### src/rtl/flat_xlate_pkg.sv
package flat_xlate_pkg;
  typedef enum logic [1:0] {
    ST_IDLE,
    ST_FETCH,
    ST_WAIT,
    ST_RESP
  } xlState_t;

  typedef struct packed {
    logic captureReq;
    logic captureDesc;
    logic respond;
  } xlStrobe_t;
endpackage

### src/rtl/flat_xlate_ctl.sv
module flat_xlate_ctl
  import flat_xlate_pkg::*;
(
  input  logic      clk,
  input  logic      rstN,
  input  logic      reqValid,
  input  logic      memReqReady,
  input  logic      memRspValid,
  output logic      reqReady,
  output logic      memReqValid,
  output logic      rspValid,
  output xlStrobe_t strobe
);
  xlState_t state, stateNext;

  always_comb begin
    stateNext = state;
    unique case (state)
      ST_IDLE:  if (reqValid)    stateNext = ST_FETCH;
      ST_FETCH: if (memReqReady) stateNext = ST_WAIT;
      ST_WAIT:  if (memRspValid) stateNext = ST_RESP;
      ST_RESP:                   stateNext = ST_IDLE;
      default:                   stateNext = ST_IDLE;
    endcase
  end

  always_ff @(posedge clk) begin
    if (!rstN) state <= ST_IDLE;
    else       state <= stateNext;
  end

  always_comb begin
    reqReady           = (state == ST_IDLE);
    memReqValid        = (state == ST_FETCH);
    rspValid           = (state == ST_RESP);
    strobe.captureReq  = (state == ST_IDLE) && reqValid;
    strobe.captureDesc = (state == ST_WAIT) && memRspValid;
    strobe.respond     = (state == ST_RESP);
  end
endmodule

### src/rtl/flat_xlate_dp.sv
module flat_xlate_dp
  import flat_xlate_pkg::*;
#(
  parameter int ADDR_W     = 32,
  parameter int PAGE_SHIFT = 12,
  parameter int DESC_W     = 32,
  parameter int VALID_BIT  = 1,
  parameter int NONSEC_BIT = 3,
  parameter int PROT_ALIGN = 7
) (
  input  logic              clk,
  input  logic              rstN,
  input  xlStrobe_t         strobe,
  input  logic              cfgWrEn,
  input  logic              cfgSel,
  input  logic [ADDR_W-1:0] cfgWrData,
  input  logic [ADDR_W-1:0] reqVa,
  input  logic [DESC_W-1:0] memRspData,
  output logic [ADDR_W-1:0] memReqAddr,
  output logic [ADDR_W-1:0] rspPa,
  output logic              rspFault,
  output logic              rspNonSec,
  output logic              faultPulse,
  output logic [ADDR_W-1:0] faultVa
);
  localparam int VPN_W       = ADDR_W - PAGE_SHIFT;
  localparam int ENTRY_SHIFT = $clog2(DESC_W / 8);

  logic [ADDR_W-1:0] tableBase, protAddr, baseSnap, vaReg;
  logic [ADDR_W-1:0] baseMasked, protMasked;
  logic [DESC_W-1:0] descReg;
  logic [VPN_W-1:0]  vpn;
  logic              descValid;

  // alignment of the two configuration registers
  generate
    if (ENTRY_SHIFT > 0) begin : g_baseAlign
      assign baseMasked = {cfgWrData[ADDR_W-1:ENTRY_SHIFT], {ENTRY_SHIFT{1'b0}}};
    end else begin : g_baseRaw
      assign baseMasked = cfgWrData;
    end
    if (PROT_ALIGN > 0) begin : g_protAlign
      assign protMasked = {cfgWrData[ADDR_W-1:PROT_ALIGN], {PROT_ALIGN{1'b0}}};
    end else begin : g_protRaw
      assign protMasked = cfgWrData;
    end
  endgenerate

  always_ff @(posedge clk) begin
    if (!rstN) begin
      tableBase <= '0;
      protAddr  <= '0;
    end else if (cfgWrEn) begin
      if (cfgSel) protAddr  <= protMasked;
      else        tableBase <= baseMasked;
    end
  end

  // request capture: base is snapshotted so later writes hit the next request
  always_ff @(posedge clk) begin
    if (!rstN) begin
      vaReg    <= '0;
      baseSnap <= '0;
    end else if (strobe.captureReq) begin
      vaReg    <= reqVa;
      baseSnap <= tableBase;
    end
  end

  always_ff @(posedge clk) begin
    if (!rstN)                   descReg <= '0;
    else if (strobe.captureDesc) descReg <= memRspData;
  end

  assign vpn        = vaReg[ADDR_W-1:PAGE_SHIFT];
  assign memReqAddr = baseSnap + (ADDR_W'(vpn) << ENTRY_SHIFT);
  assign descValid  = descReg[VALID_BIT];

  always_comb begin
    rspFault   = strobe.respond && !descValid;
    faultPulse = rspFault;
    rspNonSec  = strobe.respond && descValid && descReg[NONSEC_BIT];
    if (descValid) rspPa = {descReg[ADDR_W-1:PAGE_SHIFT], vaReg[PAGE_SHIFT-1:0]};
    else           rspPa = protAddr;
  end

  always_ff @(posedge clk) begin
    if (!rstN)         faultVa <= '0;
    else if (rspFault) faultVa <= {vpn, {PAGE_SHIFT{1'b0}}};
  end
endmodule

### src/rtl/flat_xlate.sv
module flat_xlate
  import flat_xlate_pkg::*;
#(
  parameter int ADDR_W     = 32,
  parameter int PAGE_SHIFT = 12,
  parameter int DESC_W     = 32,
  parameter int VALID_BIT  = 1,
  parameter int NONSEC_BIT = 3,
  parameter int PROT_ALIGN = 7
) (
  input  logic              clk,
  input  logic              rstN,
  input  logic              cfgWrEn,
  input  logic              cfgSel,
  input  logic [ADDR_W-1:0] cfgWrData,
  input  logic              reqValid,
  output logic              reqReady,
  input  logic [ADDR_W-1:0] reqVa,
  output logic              memReqValid,
  input  logic              memReqReady,
  output logic [ADDR_W-1:0] memReqAddr,
  input  logic              memRspValid,
  input  logic [DESC_W-1:0] memRspData,
  output logic              rspValid,
  output logic [ADDR_W-1:0] rspPa,
  output logic              rspFault,
  output logic              rspNonSec,
  output logic              faultPulse,
  output logic [ADDR_W-1:0] faultVa
);
  xlStrobe_t strobe;

  flat_xlate_ctl u_ctl (
    .clk(clk), .rstN(rstN), .reqValid(reqValid), .memReqReady(memReqReady),
    .memRspValid(memRspValid), .reqReady(reqReady), .memReqValid(memReqValid),
    .rspValid(rspValid), .strobe(strobe)
  );

  flat_xlate_dp #(
    .ADDR_W(ADDR_W), .PAGE_SHIFT(PAGE_SHIFT), .DESC_W(DESC_W),
    .VALID_BIT(VALID_BIT), .NONSEC_BIT(NONSEC_BIT), .PROT_ALIGN(PROT_ALIGN)
  ) u_dp (
    .clk(clk), .rstN(rstN), .strobe(strobe), .cfgWrEn(cfgWrEn), .cfgSel(cfgSel),
    .cfgWrData(cfgWrData), .reqVa(reqVa), .memRspData(memRspData),
    .memReqAddr(memReqAddr), .rspPa(rspPa), .rspFault(rspFault),
    .rspNonSec(rspNonSec), .faultPulse(faultPulse), .faultVa(faultVa)
  );
endmodule

### config.mk
export PLATFORM = sky130hd
export DESIGN_NAME = flat_xlate
export DESIGN_NICKNAME = d
export VERILOG_FILES = /design/src/rtl/flat_xlate_pkg.sv /design/src/rtl/flat_xlate_ctl.sv /design/src/rtl/flat_xlate_dp.sv /design/src/rtl/flat_xlate.sv
export SDC_FILE = /design/constraint.sdc
export NUM_CORES = 1
export LEC_CHECK = 0
export ABC_AREA = 1
export BUFFER_PORTS_ARGS = -buffer_cell sky130_fd_sc_hd__buf_2
export CAP_MARGIN = 20
export CORE_AREA = 2 2 143 131
export CTS_BUF_LIST = sky130_fd_sc_hd__clkbuf_8
export CTS_CLUSTER_SIZE = 25
export DETAILED_ROUTE_END_ITERATION = 16
export DIE_AREA = 0 0 145 133
export PLACE_DENSITY = 0.71
export RECOVER_POWER = 100
export SLEW_MARGIN = 10
export SYNTH_ARGS = -nofsm -noshare
export SYNTH_HDL_FRONTEND = slang
export SYNTH_SLANG_ARGS = --single-unit
### constraint.sdc
create_clock -name clk -period 1.8 [get_ports clk]
set_input_delay 0.36 -clock clk [delete_from_list [all_inputs] [get_ports clk]]
set_output_delay 0.36 -clock clk [all_outputs]
set_load 0.01 [all_outputs]
# After elaboration in Yosys (flattened, before gate mapping)
# Cells that the tools add are included.
[word_totals] ff_bits=171
[classes] eq_ne=6 add_sub_neg=1 n_reduce_logical=10 muxes=5 bitwise_logic=1
[op_table] cell="$add 32x22->32" count=1
[op_table] cell="$mux 32" count=1
[op_table] cell="$pmux 2 s4" count=1
[op_table] cell="$mux 2" count=3
[op_table] cell="$logic_and 1x1->1" count=5
[op_table] cell="$eq 2x2->1 const B" count=2
[op_table] cell="$ne 2x2->1 const B" count=2
[op_table] cell="$reduce_and 2->1" count=2
[op_table] cell="$reduce_and 3->1" count=1
[op_table] cell="$eq 2x1->1 const B" count=1
[op_table] cell="$logic_not 2->1" count=1
[op_table] cell="$ne 2x1->1 const B" count=1
[op_table] cell="$logic_not 1->1" count=1
[op_table] cell="$not 1->1" count=1

# Longest topological paths before layout
# Gate-level depths: netlist (run 1).
[depth] depth_word=3 mapped_depth=12 mapped_depth_nobuf=12

# Cells and area by module
# Synthesis (run 1) repeated with hierarchy kept, for this count alone.
[unflattened] cells_unflattened=1207 area_unflattened_um2=7963.9
[by_module_without_submodules] mod="flat_xlate_dp" seq_area_each_um2=3183.1 cells_each=1177 area_per_inst_um2=7759.9 instances=1
[by_module_without_submodules] mod="flat_xlate_ctl" seq_area_each_um2=40.0 cells_each=30 area_per_inst_um2=203.9 instances=1

# Worst setup path after synthesis (run 1)
# OpenSTA, ideal clock, no wires.
[synth_timing] kind="register to output" from="reg u_dp.vaReg[12]" to="out memReqAddr[16]" path_slack_ps=-248 required_ps=1440 path_buffers=0 path_stages_with_launch=12 t_arrival_ps=1688 path_cell_list="dfxtp_1 -> ha_1 -> inv_1 -> fa_1 -> inv_1 -> nand3_1 -> nand3_2 -> nand2_1 -> nand2_1 -> nand3_1 -> a21o_1 -> nand2_1"
[synth_between] elab_chain_cells=1
[synth_lines] element="start, declared" line_no="flat_xlate_dp.sv:29" rtl="logic [ADDR_W-1:0] tableBase, protAddr, baseSnap, vaReg;"
[synth_lines] element="start signal, assigned" line_no="flat_xlate_dp.sv:65" rtl="vaReg <= reqVa;"
[synth_lines] element="$add 32x22->32" line_no="flat_xlate_dp.sv:76" rtl="assign memReqAddr = baseSnap + (ADDR_W'(vpn) << ENTRY_SHIFT);"
[synth_lines] element="end, declared" line_no="flat_xlate.sv:21" rtl="output logic [ADDR_W-1:0] memReqAddr,"
# No other way between the ends.

# Final worst setup path (run 1)
[layout_timing] from="reg u_dp.vaReg[18]" to="out memReqAddr[15]"
# Same word-level chain as after synthesis.

==> flow_metrics.env, run 1 <==
export IMPL_status="finished, violations left"
export IMPL_failed_checks="setup timing"
export IMPL_routed_wl_mm=25.4
export IMPL_synth_edf_count=0
export IMPL_portBuffers=178
export IMPL_htreeDepth=4
export IMPL_synth_distinct_cells=30
export IMPL_ant_nets=0
export IMPL_synth_seq_cells=161
export IMPL_r2r_cells=9
export IMPL_first_global_vias=7749
export IMPL_cts_buffer_depth=2
export IMPL_ir_drop_v=0.000868
export IMPL_synthMostInstantiatedCell="nor2_1"
export IMPL_critPathKind="reg -> out"
export IMPL_cts_inserted_buffers=17
export IMPL_synthCells=1204
export IMPL_worst_ep_arrival_time_ps=2200
export IMPL_worst_pin_slew_ps=846
export IMPL_fp_dieArea_mm2=0.0193
export IMPL_antenna_found_initial=0
export IMPL_netlist_area_mm2=0.00787
export IMPL_synth_top_area_share_pct=41.0
export IMPL_max_freq_ghz=0.390
export IMPL_cts_sinks=161
export IMPL_hold_path_startpoint="cfgWrData[2]"
export IMPL_dpl_cell_count=1655
export IMPL_io_pins=205
export IMPL_placed_area_mm2=0.00953
export IMPL_wl_per_cell_um=14.8
export IMPL_finalClockSkew_ps=9.84
export IMPL_critPathLaunch="u_dp.vaReg[18]"
export IMPL_synth_top_area_cell="dfxtp_1"
export IMPL_rrSetupSlack_ps=-40
export IMPL_leakage_nw=5.55
export IMPL_endpoint="memReqAddr[15]"
export IMPL_slowest_delay_ps=360
export IMPL_tns_ps=-18980
export IMPL_slowest_stage="dfxtp_2"
export IMPL_setup_ws_ps=-762
export IMPL_finalMaxSlewViolations=0
export IMPL_postCtsHoldBufs=0
export IMPL_num_vias=8486
export IMPL_drt_iter0_drc=567
export IMPL_finalNonFillerCells=1713
export IMPL_cp_required_ps=1440
export IMPL_power_per_cell_area_mw_per_mm2=1230
export IMPL_grt_pass1_wl_mm=39.2
export IMPL_endpoint_kind="output pin"
export IMPL_cts_tree="yes"
export IMPL_finalPower_w=0.0136
export IMPL_core_area_mm2=0.0179
export IMPL_setup_violations=34
export IMPL_final_cell_area_mm2=0.0111
export IMPL_synth_flop_cell="dfxtp_1"
export IMPL_root_buffer="clkbuf_8"
export IMPL_grt_util_all_layers_pct=25.2
export IMPL_dr_pass1_iters=7
export IMPL_die_h_um=133
export IMPL_maxSlewHeadroom_pct=43.5
export IMPL_drive_above_1_share_pct=33.9
export IMPL_nNetsFinal=1583
export IMPL_hold_viol=0
export IMPL_fin_crit_sh_pct=142
export IMPL_cp_common_cell="nand2_2"
export IMPL_synth_top_cells_by_area="dfxtp_1 (41%), nor2_1 (15%), nand2_1 (12%)"
export IMPL_insertion_delay_ps=460
export IMPL_viasPerCell=4.95
export IMPL_synthTopCellsByCount="nor2_1 (321), nand2_1 (261), dfxtp_1 (161), o21ai_0 (161), inv_1 (96)"
export IMPL_dp_hpwl_mm=17.0
export IMPL_start_util_pct=43.9
export IMPL_pre_cts_ws_ps=-277
export IMPL_layout_min_cycle_time_ps=2560
export IMPL_reg2reg_from="u_ctl.state[0]"
export IMPL_syn_to_final_growth_pct=40.8
export IMPL_cp_cell_sequence="ha_4 -> nand2_1 -> nand2_2 -> nand2_1 -> nand2_2 -> a21oi_2 -> nand2_2 -> buf_4 -> xor2_2 -> buf_2"
export IMPL_maxCapViolCount=0
export IMPL_grt_max_degree=72
export IMPL_reg2reg_to="u_dp.faultVa[21]"
export IMPL_hp_class="in -> reg"
export IMPL_gp_congestion=0.895
export IMPL_syn_area_per_cell_um2=6.54
export IMPL_ys_seq_area_share_pct=41.0
export IMPL_die_w_um=145
export IMPL_async_reset_ff_share_pct=0
export IMPL_cp_start_kind="flip-flop"
export IMPL_rsz0062_at_grt="true"
export IMPL_drt_drc_violations_left=0
export IMPL_crit_fanout=4
export IMPL_insertedDiodeCount=0
export IMPL_overflow=0
export IMPL_path_clk_slew_ps=90
export IMPL_num_rows=47
export IMPL_ys_warn_count=0
## metal layers
| metal | track usage (%) | wire [µm] | vias to the layer above |
|---|---|---|---|
| met4 | 5.56 | 518 | 0 |
| met1 | 33.6 | 11200 | 3851 |
| li1 | - | - | 4235 |
| met2 | 41.8 | 11800 | 349 |
| met5 | 0 | 0 | - |
| met3 | 5.90 | 1920 | 51 |
## registers in the layout, summed over array words and instances, names as in the netlist
register,count
u_dp.protAddr,25
u_dp.faultVa,20
u_dp.tableBase,30
u_dp.baseSnap,30
u_dp.vaReg,32
u_ctl.state,2
u_dp.descReg,22
## metrics by stage
stage,util (%),hold slack [ps]
floorplan,-,445
global placement,53.1,461
detailed placement,53.1,466
CTS,60.9,100
global route,61.8,117
finish,61.8,118
## cells in the final DEF (no fill, tap or decap), types with 5 or more instances in the layout
master    count
inv_8         5
nand2_1     201
nand3_4       7
a21oi_1      20
o21ai_0     160
clkbuf_1     21
xor2_1        5
conb_1       14
nor2_1      309
buf_12        5
nor2_4       10
nand3_1      15
nand2_4      17
dfxtp_4       9
nor2_2        7
ha_4         19
nand3_2      11
nand2_2      45
buf_4        93
inv_1        82
nor3_1        5
clkbuf_8     18
a21oi_2       6
nor3_2        5
xor2_2        7
buf_6        20
nand4_1       6
ha_1          5
inv_2        17
dfxtp_1     121
buf_2       144
dfxtp_2      31
## report_power, final
part / internal (W) / switching, W / total [W]
clock network: 0.00132 / 0.00153 / 0.00285
registers: 0.00429 / 0.000527 / 0.00482
logic: 0.00265 / 0.00329 / 0.00594
## area by class of cell
type | instances | area [µm²]
Clock buffer | 18 | 248
Tap cell | 245 | 307
Timing Repair inverter | 1 | 11.3
Multi-Input combinational cell | 883 | 4760
Fill cell | 1621 | 6860
Inverter | 104 | 404
Timing Repair Buffer | 287 | 1890
Sequential cell | 161 | 3300
Clock inverter | 14 | 171
## worst min path at each step
stage / end / slack, ps / cells after the start
floorplan: u_dp.baseSnap[31] / 440 / 2
global placement: u_dp.descReg[14] / 460 / 2
detailed placement: u_dp.baseSnap[31] / 470 / 2
CTS: u_dp.tableBase[2] / 100 / 3
global route: u_dp.tableBase[2] / 120 / 3
finish: u_dp.tableBase[2] / 120 / 3
## timing repair
action | in CTS | in global routing
pin swaps | 59 | 15
gates cloned | 2 | 1
setup buffers | 16 | 8
setup endpoints to repair | 64 | 59
gates resized for setup | 209 | 34
## kinds of logic after synthesis
| logic type | Yosys count | synth area share, % |
|---|---|---|
| xor+xnor | 13 | 1.45 |
| other cells | 1 | 0.0477 |
| flops | 161 | 41.0 |
| fa+ha+maj | 25 | 4.07 |
| compound gates | 192 | 12.4 |
| simple gates | 639 | 32.1 |
| buf+inv | 173 | 9.05 |
## critical path, delay by kind of cell (launching register included)
kind / cells / cell delay [ps]
fa+ha+maj: 1 / 270
xor+xnor: 1 / 180
compound gates: 1 / 140
flops: 1 / 360
buf+inv: 2 / 320
simple gates: 5 / 480
Power figures use the tool's default switching activity.
==> run 2, diff against run 1 <==
--- a/config.mk
+++ b/config.mk
@@ -15,6 +15,7 @@
 export DIE_AREA = 0 0 145 133
 export PLACE_DENSITY = 0.71
 export RECOVER_POWER = 100
+export REMOVE_ABC_BUFFERS = 1
 export SLEW_MARGIN = 10
 export SYNTH_ARGS = -nofsm -noshare
 export SYNTH_HDL_FRONTEND = slang
==> run 2 against run 1 <==
The flow still finishes with violations (setup timing). Sequential power hardly changed. Count of clock-buffer cells in the layout stayed put. Maximum frequency hardly changed. Sequential cell count stayed put. Final cell count is 0.23% lower. Total power is 2.2% lower. Clock power hardly changed. Core utilization is 0.90 points lower. Critical path type unchanged. Critical endpoint is now memReqAddr[10].
==> flow_metrics.env, run 2 (synthesis results as in run 1) <==
export IMPL_reg2reg_to="u_dp.baseSnap[26]"
export IMPL_endpoint="memReqAddr[10]"
export IMPL_finalNonFillerCells=1709
export IMPL_setup_ws_ps=-760
export IMPL_largest_reg_flops=32
export IMPL_num_rows=47
export IMPL_layout_min_cycle_time_ps=2560
export IMPL_hold_viol=0
export IMPL_leakage_nw=5.44
export IMPL_pre_cts_ws_ps=-454
export IMPL_root_buffer="clkbuf_8"
export IMPL_cts_inserted_buffers=17
export IMPL_die_h_um=133
export IMPL_dr_pass1_iters=5
export IMPL_failed_checks="setup timing"
export IMPL_num_vias=8232
export IMPL_start_util_pct=43.9
export IMPL_htreeDepth=4
export IMPL_cts_sinks=161
export IMPL_ant_nets=0
export IMPL_wl_per_cell_um=13.9
export IMPL_drt_drc_violations_left=0
export IMPL_io_pins=205
export IMPL_finalMaxSlewViolations=0
export IMPL_crit_fanout=4
export IMPL_grt_max_degree=75
export IMPL_r2r_cells=6
export IMPL_viasPerCell=4.82
export IMPL_mostFrequentLayoutCell="nor2_1"
export IMPL_antenna_found_initial=2
export IMPL_fin_crit_sh_pct=142
export IMPL_max_freq_ghz=0.391
export IMPL_cts_buffer_depth=2
export IMPL_dpl_cell_count=1656
export IMPL_portBuffers=178
export IMPL_rsz0062_at_grt="true"
export IMPL_gp_congestion=0.855
export IMPL_path_clk_slew_ps=90
export IMPL_drt_iter0_drc=517
export IMPL_reg2reg_from="u_ctl.state[1]"
export IMPL_cts_tree="yes"
export IMPL_maxCapViolCount=0
export IMPL_worst_ep_arrival_time_ps=2200
export IMPL_hp_class="in -> reg"
export IMPL_setup_violations=29
export IMPL_power_per_cell_area_mw_per_mm2=1220
export IMPL_core_area_mm2=0.0179
export IMPL_top_regs="u_dp.vaReg: 32 flops, u_dp.baseSnap: 30 flops, u_dp.tableBase: 30 flops"
export IMPL_cp_start_kind="flip-flop"
export IMPL_cp_required_ps=1440
export IMPL_die_w_um=145
export IMPL_endpoint_kind="output pin"
export IMPL_maxSlewHeadroom_pct=16.7
export IMPL_nNetsFinal=1577
export IMPL_worst_pin_slew_ps=1250
export IMPL_overflow=0
export IMPL_ir_drop_v=0.000898
export IMPL_routed_wl_mm=23.7
export IMPL_syn_to_final_growth_pct=38.8
export IMPL_dp_hpwl_mm=16.0
export IMPL_critPathLaunch="u_dp.vaReg[19]"
export IMPL_grt_util_all_layers_pct=23.8
export IMPL_rrSetupSlack_ps=80
export IMPL_finalClockSkew_ps=8.92
export IMPL_status="finished, violations left"
export IMPL_first_global_vias=7695
export IMPL_grt_pass1_wl_mm=37.4
export IMPL_final_cell_mix="nor2_1 (308), nand2_1 (212), o21ai_0 (161)"
export IMPL_fp_dieArea_mm2=0.0193
export IMPL_largest_register="u_dp.vaReg"
export IMPL_critPathKind="reg -> out"
export IMPL_drive_above_1_share_pct=32.4
export IMPL_insertion_delay_ps=450
-- run 2: metal layers --
layer | vias up | wire length [µm] | GRT usage (%)
li1 | 4224 | - | -
met2 | 244 | 11100 | 39.0
met1 | 3728 | 10800 | 31.9
met4 | 0 | 504 | 7.26
met5 | - | 0 | 0
met3 | 36 | 1310 | 4.86
-- run 2: critical path, cell delays in order, from the launching register on --
cell and delay [ps]:
dfxtp_2 350, ha_4 310, nand2_1 140, nor2_1 360
nand2_4 90, nand3_4 110, buf_4 120, xor2_1 120
buf_2 150
-- run 2: timing repair --
action	4_1_cts	5_1_grt
endpoints found under the setup margin	63	104
gates resized for setup	171	58
pin swaps	42	25
hold buffers	0	0
buffers inserted	12	11
-- run 2: worst min-delay path by stage --
| stage | slack, ps | depth (start not counted) | to | from |
|---|---|---|---|---|
| finish | 140 | 3 | u_dp.tableBase[23] | cfgWrData[23] |
| CTS | 100 | 3 | u_dp.tableBase[3] | cfgWrData[3] |
| detailed placement | 470 | 2 | u_dp.baseSnap[31] | u_dp.baseSnap[31] |
| global placement | 460 | 2 | u_dp.baseSnap[31] | u_dp.baseSnap[31] |
| global route | 120 | 3 | u_dp.tableBase[3] | cfgWrData[3] |
| floorplan | 440 | 2 | u_dp.baseSnap[31] | u_dp.baseSnap[31] |
-- run 2: where the power goes --
part           total (W)  switching (W)  internal [W]  leakage, nW
combinational    0.00568        0.00319       0.00249         3.89
clock            0.00284        0.00141       0.00143        0.207
sequential       0.00480       0.000510       0.00429         1.34
-- run 2: cell type report --
type	count	area, µm²
tap	245	307
inverter	104	399
clock buffer	18	248
timing repair buffer	282	1760
clock inverter	14	179
fill	1620	7020
multi-input combinational	883	4740
antenna	2	5.00
sequential	161	3290
-- run 2: stage by stage --
stage	setup TNS [ps]	hold slack [ps]	power [W]	utilization (%)	instance area [µm²]
floorplan	-57940	444	0.00718	-	7600
global placement	-6710	459	0.00926	52.8	9480
detailed placement	-7430	471	0.00932	52.8	9480
CTS	-17930	102	0.0130	59.5	10700
global route	-22210	116	0.0142	60.9	10900
finish	-18500	141	0.0133	60.9	10900
